`config.mk`:
```
export PLATFORM = sky130hd
export DESIGN_NAME = cmdRx
export DESIGN_NICKNAME = d
export VERILOG_FILES = /design/src/rtl/cmdRxPkg.sv /design/src/rtl/cmdRxData.sv /design/src/rtl/cmdRxCtrl.sv /design/src/rtl/cmdRx.sv
export SDC_FILE = /design/constraint.sdc
export NUM_CORES = 1
export LEC_CHECK = 0
export BUFFER_PORTS_ARGS = -buffer_cell sky130_fd_sc_hd__clkbuf_2
export CAP_MARGIN = 20
export CORE_MARGIN = 2
export CORE_UTILIZATION = 57
export DETAILED_ROUTE_END_ITERATION = 6
export PLACE_DENSITY = 0.78
export SYNTH_ARGS = -nofsm -noshare
export SYNTH_HDL_FRONTEND = slang
export SYNTH_SLANG_ARGS = --single-unit
```
`constraint.sdc`:
```
create_clock -name clk -period 3.1 [get_ports clk]
set_input_delay 0.62 -clock clk [delete_from_list [all_inputs] [get_ports clk]]
set_output_delay 0.62 -clock clk [all_outputs]
set_load 0.05 [all_outputs]
```
`src/rtl/cmdRxPkg.sv`:
```
package cmdRxPkg;
  localparam logic [7:0] SYNC_B0   = 8'hD5;
  localparam logic [7:0] SYNC_B1   = 8'hAA;
  localparam logic [7:0] SYNC_B2   = 8'h96;
  localparam logic [7:0] CSUM_SEED = 8'h81;

  localparam logic [7:0] OP_DOWNLOAD = 8'h00;
  localparam logic [7:0] OP_UPLOAD   = 8'h01;
  localparam logic [7:0] OP_JUMP     = 8'h04;
  localparam logic [7:0] OP_PAGE     = 8'h05;
  localparam logic [7:0] OP_SUB      = 8'h06;

  // body = code, addrLo, addrHi, lenLo, lenHi, check
  localparam int BODY_BYTES = 6;

  typedef enum logic [2:0] {
    ST_HUNT0, ST_HUNT1, ST_HUNT2, ST_BODY, ST_XFER
  } rxState_e;

  typedef struct packed {
    logic clrBody;
    logic capByte;
    logic issue;
    logic errSum;
    logic errCode;
    logic loadCount;
    logic decCount;
    logic endXfer;
  } rxStrobe_t;

  typedef struct packed {
    logic bodyLast;
    logic csumOk;
    logic codeOk;
    logic dataCmd;
    logic lenZero;
    logic toHost;
    logic countOne;
  } rxStatus_t;
endpackage

```
`src/rtl/cmdRxData.sv`:
```
module cmdRxData
  import cmdRxPkg::*;
#(
  parameter int LEN_W = 16
) (
  input  logic             clk,
  input  logic             rstN,
  input  logic [7:0]       inData,
  input  rxStrobe_t        stb,
  output rxStatus_t        stat,
  output logic             cmdValid,
  output logic [7:0]       cmdCode,
  output logic [15:0]      cmdAddr,
  output logic [LEN_W-1:0] cmdLen,
  output logic             errChecksum,
  output logic             errCode
);
  localparam int IDX_W  = $clog2(BODY_BYTES + 1);
  localparam int SLOT_N = BODY_BYTES - 1;

  logic [7:0]       bodyReg [SLOT_N];
  logic [IDX_W-1:0] bodyIdx;
  logic [7:0]       csumAcc;
  logic [LEN_W-1:0] xferCnt;
  logic             toHostReg;
  logic [LEN_W-1:0] rxLen;

  assign rxLen = LEN_W'({bodyReg[4], bodyReg[3]});

  always_ff @(posedge clk) begin
    if (!rstN) begin
      bodyIdx <= '0;
      csumAcc <= CSUM_SEED;
      for (int i = 0; i < SLOT_N; i++) bodyReg[i] <= '0;
    end else if (stb.clrBody) begin
      bodyIdx <= '0;
      csumAcc <= CSUM_SEED;
    end else if (stb.capByte) begin
      bodyIdx <= bodyIdx + 1'b1;
      if (!stat.bodyLast) csumAcc <= csumAcc ^ inData;
      for (int i = 0; i < SLOT_N; i++)
        if (bodyIdx == IDX_W'(i)) bodyReg[i] <= inData;
    end
  end

  always_ff @(posedge clk) begin
    if (!rstN) begin
      cmdValid    <= 1'b0;
      errChecksum <= 1'b0;
      errCode     <= 1'b0;
      cmdCode     <= '0;
      cmdAddr     <= '0;
      cmdLen      <= '0;
      toHostReg   <= 1'b0;
      xferCnt     <= '0;
    end else begin
      cmdValid    <= stb.issue;
      errChecksum <= stb.errSum;
      errCode     <= stb.errCode;
      if (stb.issue) begin
        cmdCode   <= bodyReg[0];
        cmdAddr   <= {bodyReg[2], bodyReg[1]};
        cmdLen    <= rxLen;
        toHostReg <= (bodyReg[0] == OP_UPLOAD);
      end
      if (stb.loadCount)     xferCnt <= rxLen;
      else if (stb.decCount) xferCnt <= xferCnt - 1'b1;
    end
  end

  always_comb begin
    stat          = '0;
    stat.bodyLast = (bodyIdx == IDX_W'(BODY_BYTES - 1));
    stat.csumOk   = (inData == csumAcc);
    stat.codeOk   = (bodyReg[0] == OP_DOWNLOAD) || (bodyReg[0] == OP_UPLOAD) ||
                    (bodyReg[0] == OP_JUMP) || (bodyReg[0] == OP_PAGE) ||
                    (bodyReg[0] == OP_SUB);
    stat.dataCmd  = (bodyReg[0] == OP_DOWNLOAD) || (bodyReg[0] == OP_UPLOAD);
    stat.lenZero  = (rxLen == '0);
    stat.toHost   = toHostReg;
    stat.countOne = (xferCnt == LEN_W'(1));
  end

  // the data counter is never decremented from zero
  p_no_underflow_r6: assert property (@(posedge clk) disable iff (!rstN)
    stb.decCount |-> (xferCnt != '0));

  // one outcome per frame at most
  p_single_outcome_r5: assert property (@(posedge clk) disable iff (!rstN)
    $onehot0({cmdValid, errChecksum, errCode}));
endmodule

```
`src/rtl/cmdRxCtrl.sv`:
```
module cmdRxCtrl
  import cmdRxPkg::*;
(
  input  logic       clk,
  input  logic       rstN,
  input  logic       inValid,
  input  logic [7:0] inData,
  input  logic       moverDone,
  input  rxStatus_t  stat,
  output rxStrobe_t  stb,
  output logic       xferActive,
  output logic       xferEnd
);
  rxState_e state, nxt;
  logic     xferEvent;

  assign xferEvent = stat.toHost ? moverDone : inValid;

  always_comb begin
    nxt = state;
    stb = '0;
    unique case (state)
      ST_HUNT0: if (inValid && inData == SYNC_B0) nxt = ST_HUNT1;
      ST_HUNT1: if (inValid) begin
        if (inData == SYNC_B1)      nxt = ST_HUNT2;
        else if (inData == SYNC_B0) nxt = ST_HUNT1;
        else                        nxt = ST_HUNT0;
      end
      ST_HUNT2: if (inValid) begin
        if (inData == SYNC_B2) begin
          nxt         = ST_BODY;
          stb.clrBody = 1'b1;
        end else if (inData == SYNC_B0) nxt = ST_HUNT1;
        else                            nxt = ST_HUNT0;
      end
      ST_BODY: if (inValid) begin
        stb.capByte = 1'b1;
        if (stat.bodyLast) begin
          nxt = ST_HUNT0;
          if (!stat.csumOk)      stb.errSum  = 1'b1;
          else if (!stat.codeOk) stb.errCode = 1'b1;
          else begin
            stb.issue = 1'b1;
            if (stat.dataCmd && !stat.lenZero) begin
              stb.loadCount = 1'b1;
              nxt           = ST_XFER;
            end
          end
        end
      end
      ST_XFER: if (xferEvent) begin
        stb.decCount = 1'b1;
        if (stat.countOne) begin
          stb.endXfer = 1'b1;
          nxt         = ST_HUNT0;
        end
      end
      default: nxt = ST_HUNT0;
    endcase
  end

  always_ff @(posedge clk) begin
    if (!rstN) begin
      state   <= ST_HUNT0;
      xferEnd <= 1'b0;
    end else begin
      state   <= nxt;
      xferEnd <= stb.endXfer;
    end
  end

  assign xferActive = (state == ST_XFER);

  // a rejected frame sends the parser back to the hunt
  p_hunt_after_reject_r4: assert property (@(posedge clk) disable iff (!rstN)
    (stb.errSum || stb.errCode) |=> (state == ST_HUNT0));
endmodule

```
`src/rtl/cmdRx.sv`:
```
module cmdRx
  import cmdRxPkg::*;
#(
  parameter int LEN_W = 16
) (
  input  logic             clk,
  input  logic             rstN,
  input  logic             inValid,
  input  logic [7:0]       inData,
  input  logic             moverDone,
  output logic             cmdValid,
  output logic [7:0]       cmdCode,
  output logic [15:0]      cmdAddr,
  output logic [LEN_W-1:0] cmdLen,
  output logic [1:0]       pageNum,
  output logic [7:0]       bankNum,
  output logic             errChecksum,
  output logic             errCode,
  output logic             xferActive,
  output logic             xferToHost,
  output logic             xferEnd
);
  rxStrobe_t stb;
  rxStatus_t stat;

  cmdRxCtrl u_ctrl (
    .clk(clk), .rstN(rstN), .inValid(inValid), .inData(inData),
    .moverDone(moverDone), .stat(stat), .stb(stb),
    .xferActive(xferActive), .xferEnd(xferEnd)
  );

  cmdRxData #(.LEN_W(LEN_W)) u_data (
    .clk(clk), .rstN(rstN), .inData(inData), .stb(stb), .stat(stat),
    .cmdValid(cmdValid), .cmdCode(cmdCode), .cmdAddr(cmdAddr),
    .cmdLen(cmdLen), .errChecksum(errChecksum), .errCode(errCode)
  );

  assign pageNum    = cmdAddr[1:0];
  assign bankNum    = cmdAddr[9:2];
  assign xferToHost = xferActive & stat.toHost;

  // a data phase only opens together with an issued command
  p_xfer_with_cmd_r6: assert property (@(posedge clk) disable iff (!rstN)
    $rose(xferActive) |-> cmdValid);

  // the end pulse coincides with the phase closing
  p_end_on_close_r8: assert property (@(posedge clk) disable iff (!rstN)
    xferEnd |-> (!xferActive && $past(xferActive)));

  // a command is issued only on an accepted byte
  p_valid_needs_byte_r2: assert property (@(posedge clk) disable iff (!rstN)
    cmdValid |-> $past(inValid));
endmodule

```
==> metrics.cfg, run 1 <==
[status]
status=finished clean

[placement]
dp_hpwl_um=7880
globalplace.congestion=0.906
dp_cells=643
place.port_buffers=67

[finish]
multi_input_area_mm2=0.00213
diodes=0
nets=574
regArea_mm2=0.00270
fillers=669
drive_above_1_share_pct=31.2
final_cells=676
areaGrowthSynthToFinish_pct=17.9

[sta]
max_freq_mhz=403
fin_crit_sh_pct=80.0
fin_tns_setup_ps=0
slew_viol_final=0
period_needed_ps=2480
final_hold_viol_count=0
rsz0062_at_grt=no
setup_viol_count_final=0
fin_worst_skew_ps=10.5
tightest_slew_ps=545
maxSlewHeadroom_pct=63.4

[global_route]
top_usage_layer=met2
use_met1_pct=31.6
grt_pass1_wl_um=18300
gr-usage-met3_pct=6.01
grt_pass1_vias=3692
grt.met2_usage_pct=38.2
grt_max_degree=42
grt.overflow.total=0
antenna_found_initial=0
track_usage_pct=24.0

[clock_tree]
hold_buffers=0
htreeDepth=4
cts_buffers=17
cts-root-buf=clkbuf_8
cts_tree=built
clk_latency_ps=510
cts_setup_buffers=0
cts.clk_slew.worst_paths_ps=60
clock_sinks=115
postCtsResizedCells=0
clock_path_buffers=2

[power_and_ir_drop]
p_int_uw=2670
ir_drop_v=0.000444
net-switching-power_uw=791
pwr-share-seq_pct=46.3
clkPwrFrac_pct=51.1
switching_share_pct=22.9
power_density_mw_per_mm2=581
pwr-share-comb_pct=2.5
leakagePower_uw=0.00222

[yosys]
synth_xor_area_share_pct=3.29
ys_ff_latch=115
synthMuxAreaShare_pct=0.817
ys_types=57
synth_top_family_by_area=simple AND/OR/NAND/NOR gates
synth_edf_count=40
synth_simple_gate_area_share_pct=23.3
syn-num-nets=511
syn-cell-area_mm2=0.00505
yosysSeqAreaShare_pct=53.5
syn_inst=492
yosys.area_share.adder_pct=1.73
synth_ff_type=dfxtp_1
syn_area_per_cell_um2=10.3
synthArstFlopShare_pct=0
yosys_warnings=0
synth-compound-area-share_pct=13.1

[floorplanning]
pin_count=68
die_x_um=98.2
dieArea_mm2=0.00964
rows=34
die_h_um=98.2
coreArea_mm2=0.00868
start_util_pct=58.2

[setup_path]
path_class=reg2reg
reg2reg_from=u_data.bodyReg[0][4]
worstPathRequired_ps=3470
crit_end=u_data.xferCnt[10]
endpoint_kind=register
crit_start=u_data.bodyReg[0][4]
arrival_ps=2850
cp_slowest_cell=or4_4
r2r_cells=5
r2r_end=u_data.xferCnt[10]
cpPeakStageDelay_ps=580
r2r_slack_ps=620
start_kind=register
critPathBufInv=0
path_cells=or4_4, a2111oi_2, nand3_1, o21ai_2, o21ai_0
crit_cells=5
path_delay_family=compound AO/OA/AOI/OAI gates
crit_path_max_fanout=9

[drt]
viasPerCell=5.76
drtAntennaViolNets=0
drt_wl_total_um=11300
wire_per_inst_um=16.7
drc_errors=0
drt_first_pass_iters=5
via_count=3895
dr.first_iter.drc_count=325

[run]
cap_violations=0

[worst_hold_path]
hp-class=reg2reg

Yosys cell counts (all sizes together), types with 7 or more instances:
library cell | count | area [um^2]
nor2 | 24 | 90.1
a21oi | 43 | 328
nand3 | 10 | 50.1
edfxtp | 40 | 1200
dfxtp | 75 | 1500
nor3 | 7 | 40.0
nor4 | 18 | 143
xor2 | 8 | 70.1
o21ai | 19 | 98.9
nand2 | 110 | 488
xnor2 | 11 | 96.3
clkbuf | 16 | 60.1
and2 | 13 | 81.3
inv | 7 | 26.3
ha | 7 | 87.6
nand4 | 7 | 43.8
buf | 14 | 120
per-layer routing:
layer | vias up | wire length, um | part of all wire (%)
li1 | 1881 | - | -
met4 | 0 | 194 | 1.7
met5 | - | 0 | 0
met1 | 1839 | 4800 | 43
met3 | 17 | 709 | 6.3
met2 | 158 | 5570 | 49
stage by stage:
step	utilization, %	hold WS [ps]	area, um^2	setup slack, ps	total power, uW
floorplan	-	445	5050	600	1680
global placement	62.2	444	5400	712	1720
detailed placement	62.2	450	5400	608	1720
finish	68.7	454	5960	620	3460
CTS	68.6	458	5950	597	3470
global route	68.7	476	5960	493	3560
cells by family after synthesis:
group / count (synthesis)
compound gates: 90
xor+xnor: 19
fa+ha+maj: 7
buf+inv: 38
flops: 115
mux: 4
simple gates: 219
registers in the layout, indices dropped and copies added (netlist names):
register / cells
u_data.errCode: 1
u_data.cmdAddr: 16
u_data.cmdLen: 16
u_data.errChecksum: 1
u_data.bodyIdx: 3
u_data.cmdValid: 1
u_data.bodyReg: 40
u_data.xferCnt: 16
u_ctrl.state: 3
u_data.cmdCode: 8
u_ctrl.xferEnd: 1
u_data.csumAcc: 8
u_data.toHostReg: 1
worst min path at each step:
stage                                 start           endpoint  slack (ps)  cells past startpoint
after detailed placement  u_data.cmdLen[10]  u_data.cmdLen[10]         450                      2
after CTS                 u_data.cmdLen[10]  u_data.cmdLen[10]         460                      2
after global routing       u_data.cmdLen[3]   u_data.cmdLen[3]         480                      2
final                     u_data.cmdCode[0]  u_data.cmdCode[0]         450                      2
after global placement    u_data.cmdCode[1]  u_data.cmdCode[1]         440                      2
after floorplan            u_data.toHostReg   u_data.toHostReg         450                      2
power groups by stage:
stage	Clock, uW	Sequential, uW	Combinational (uW)
5_1_grt	1860	1600	96.3
6_report	1770	1600	88.0
3_5_place_dp	0	1630	86.4
3_3_place_gp	0	1630	83.6
2_1_floorplan	0	1620	61.9
4_1_cts	1780	1600	86.7
worst register-to-register path: stages, from the launching register on:
cell and delay (ps):
edfxtp_1 370, or4_4 580, a2111oi_2 480, nand3_1 310, o21ai_2 430, o21ai_0 180
layout by cell type, fill, tap and decap left out, types with 5 or more instances in the layout:
cell type | Yosys | layout
a21oi_2 | 30 | 30
dfxtp_1 | 75 | 75
xnor2_1 | 11 | 11
and2_1 | 12 | 12
inv_1 | 6 | 6
nand2_2 | 30 | 30
xor2_1 | 8 | 8
clkbuf_16 | 0 | 17
nand2_1 | 80 | 80
nand4_1 | 7 | 7
and3_1 | 6 | 6
clkbuf_2 | 0 | 67
nor4_1 | 16 | 16
nand3_1 | 10 | 10
buf_4 | 10 | 6
clkinv_4 | 0 | 5
a21oi_1 | 13 | 13
nor2_1 | 24 | 24
nor3_1 | 6 | 6
edfxtp_1 | 40 | 40
ha_1 | 7 | 7
o21ai_0 | 18 | 18
final cells by class:
class	count	share of cell area, %
flip-flops and latches	115	45.4
repair buffers	75	6.80
clock buffers	20	7.66
multi-input cells	339	35.8
well taps	108	2.27
inverters	7	0.441
clock inverters	12	1.64
No activity file was read; power rests on OpenSTA's default activity.
==> run 2, diff against run 1 <==
--- a/config.mk
+++ b/config.mk
@@ -5,12 +5,13 @@
 export SDC_FILE = /design/constraint.sdc
 export NUM_CORES = 1
 export LEC_CHECK = 0
+export ABC_AREA = 1
 export BUFFER_PORTS_ARGS = -buffer_cell sky130_fd_sc_hd__clkbuf_2
 export CAP_MARGIN = 20
 export CORE_MARGIN = 2
-export CORE_UTILIZATION = 57
+export CORE_UTILIZATION = 52
 export DETAILED_ROUTE_END_ITERATION = 6
-export PLACE_DENSITY = 0.78
+export PLACE_DENSITY = 0.75
 export SYNTH_ARGS = -nofsm -noshare
 export SYNTH_HDL_FRONTEND = slang
 export SYNTH_SLANG_ARGS = --single-unit
==> constraint.sdc (replaced) <==
create_clock -name clk -period 2.2 [get_ports clk]
set_input_delay 0.44 -clock clk [delete_from_list [all_inputs] [get_ports clk]]
set_output_delay 0.44 -clock clk [all_outputs]
set_load 0.05 [all_outputs]
==> run 2 against run 1 <==
Net effect: critical endpoint is now xferToHost; synthesized cell count increased by 32%; global-route usage fell by 0.23 points; core utilization fell by 5.3 points; first-iteration DRC count fell by 5.5%; sequential power up 40%; die area is 13% higher; non-clock buffer count rose by 5; synthesized area up 3.2%; wire length up 10%; via count up 16%; sequential cell count unchanged; count of clock-buffer cells in the layout is the same.
==> metrics.cfg, run 2 <==
[power_and_ir_drop]
power_density_mw_per_mm2=800
pwr-share-seq_pct=45.1
leakagePower_uw=0.00298
p_int_uw=3820
clkPwrFrac_pct=52.0
power_uw=4960
net-switching-power_uw=1140
switching_share_pct=23.0
ir_drop_v=0.000384
pwr-share-comb_pct=2.9

[yosys]
synth.most_common_cell=nand2_1
synthArstFlopShare_pct=0
yosys.area_share.adder_pct=1.68
synth_common_cells=nand2_1, nor2_1, inv_1, dfxtp_1
synth-compound-area-share_pct=10.1
syn-num-nets=666
synth_top_family_by_area=simple AND/OR/NAND/NOR gates
synth_ff_type=dfxtp_1
yosys_warnings=0
ys_ff_latch=115
synth_area_leader_cell=dfxtp_1
synth_xor_area_share_pct=1.51
synthMuxAreaShare_pct=0
syn_inst=647
syn-cell-area_mm2=0.00522
synth_top_area_share_pct=28.8
syn_area_per_cell_um2=8.06
synth_simple_gate_area_share_pct=25.1
yosys-top-cells-area=dfxtp_1, edfxtp_1, nand2_1
ys_types=35
yosysSeqAreaShare_pct=51.8
synth_edf_count=40

[drt]
drc_errors=0
drt_wl_total_um=12400
wire_per_inst_um=14.4
drt_first_pass_iters=7
drtAntennaViolNets=0
dr.first_iter.drc_count=307
via_count=4513
viasPerCell=5.24

[finish]
diodes=0
largest_register_ffs=40
nets=735
layout_commonest_cell=nand2_1
fillers=833
multi_input_area_mm2=0.00200
regArea_mm2=0.00270
final_cell_mix=nand2_1, nor2_1, inv_1
areaGrowthSynthToFinish_pct=18.8
final_cells=862
drive_above_1_share_pct=17.8
regMostFlops=u_data.bodyReg

[clock_tree]
clock_path_buffers=2
cts_buffers=17
cts.clk_slew.worst_paths_ps=60
clk_latency_ps=530
cts_tree=built
clock_sinks=115
htreeDepth=4
cts-root-buf=clkbuf_8

[floorplanning]
start_util_pct=53.4
dieArea_mm2=0.0108
coreArea_mm2=0.00977
pin_count=68
rows=36
die_x_um=104
die_h_um=104

[setup_path]
arrival_ps=1600
endpoint_kind=output port
crit_path_max_fanout=5
start_kind=register
critPathBufInv=3
worstPathRequired_ps=1760
r2r_slack_ps=260
cp_slowest_cell=dfxtp_1
path_cells=nor2_1, inv_1, nor2_2, inv_1, nor2_1, buf_2
path_class=reg2out
cpPeakStageDelay_ps=350
path_delay_family=buffers and inverters

[status]
status=finished clean

[global_route]
grt.overflow.total=0
track_usage_pct=23.8
antenna_found_initial=0
grt_max_degree=40
grt_pass1_vias=4245
grt_pass1_wl_um=20300

[sta]
max_freq_mhz=491
period_needed_ps=2040
fin_crit_sh_pct=92.6
fin_worst_skew_ps=11.8
rsz0062_at_grt=no
slew_viol_final=0
tightest_slew_ps=644
maxSlewHeadroom_pct=57.0
setup_viol_count_final=0
final_hold_viol_count=0
fin_tns_setup_ps=0

[placement]
globalplace.congestion=0.945
place.port_buffers=67
dp_hpwl_um=8950
dp_cells=830

[run]
cap_violations=0

[worst_hold_path]
hp-class=in2reg

[run 2: routing by layer]
| metal | global-route usage, % | vias up | wire length [um] |
|---|---|---|---|
| met4 | 11.6 | 0 | 367 |
| li1 | - | 2229 | - |
| met3 | 6.27 | 29 | 748 |
| met2 | 38.0 | 177 | 5920 |
| met5 | 0 | - | 0 |
| met1 | 30.0 | 2078 | 5370 |
[run 2: cells by family (layout without fill, tap and decap cells)]
logic type / Yosys count / after routing
and+or+nand+nor: 304 / 304
xor gates and xnor gates: 9 / 9
buffers and inverters: 112 / 194
DFF: 115 / 115
adders and majority gates: 7 / 7
AOI/OAI and AO/OA: 100 / 100
[run 2: worst paths after layout]
kind	start	endpoint	cells after the start
worst min-delay path	rstN	u_data.cmdCode[3]	3
worst max register to register	u_ctrl.state[2]	u_data.bodyReg[3][1]	7
worst min register to register	u_data.cmdCode[7]	u_data.cmdCode[7]	2
worst max-delay path	u_ctrl.state[0]	xferToHost	6
[run 2: tightest hold or removal path, stage by stage]
cell and delay [ps]:
clkbuf_2 160, nand2_1 120, nor2_1 50
[run 2: repair_timing]
action                     CTS  global route
resized for setup            0             1
hold buffers                 0             0
setup buffers                0             0
setup endpoints to repair    0             1
[run 2: cell type report]
cell class / count / share of cell area [%]
multi-input cells: 420 / 32.3
clock buffers: 20 / 7.71
inverters: 82 / 5.01
clock inverters: 12 / 1.45
flip-flops and latches: 115 / 43.6
well taps: 133 / 2.69
repair buffers: 80 / 7.19
[run 2: power groups by stage]
stage,registers [uW],clock network (uW),logic [uW]
after CTS,2240,2610,143
after global routing,2240,2710,160
after detailed placement,2280,0,142
after global placement,2280,0,141
after floorplan,2270,0,85.4
final,2240,2580,144
[run 2: through the flow]
step                setup WS, ps  util [%]  hold WS [ps]  cell area (um^2)
finish                       164      63.4           298              6200
global route                5.58      63.4           291              6200
CTS                          102      63.4           272              6200
detailed placement          56.8      57.6           446              5630
global placement             132      57.6           443              5630
floorplan                   47.0         -           454              5220
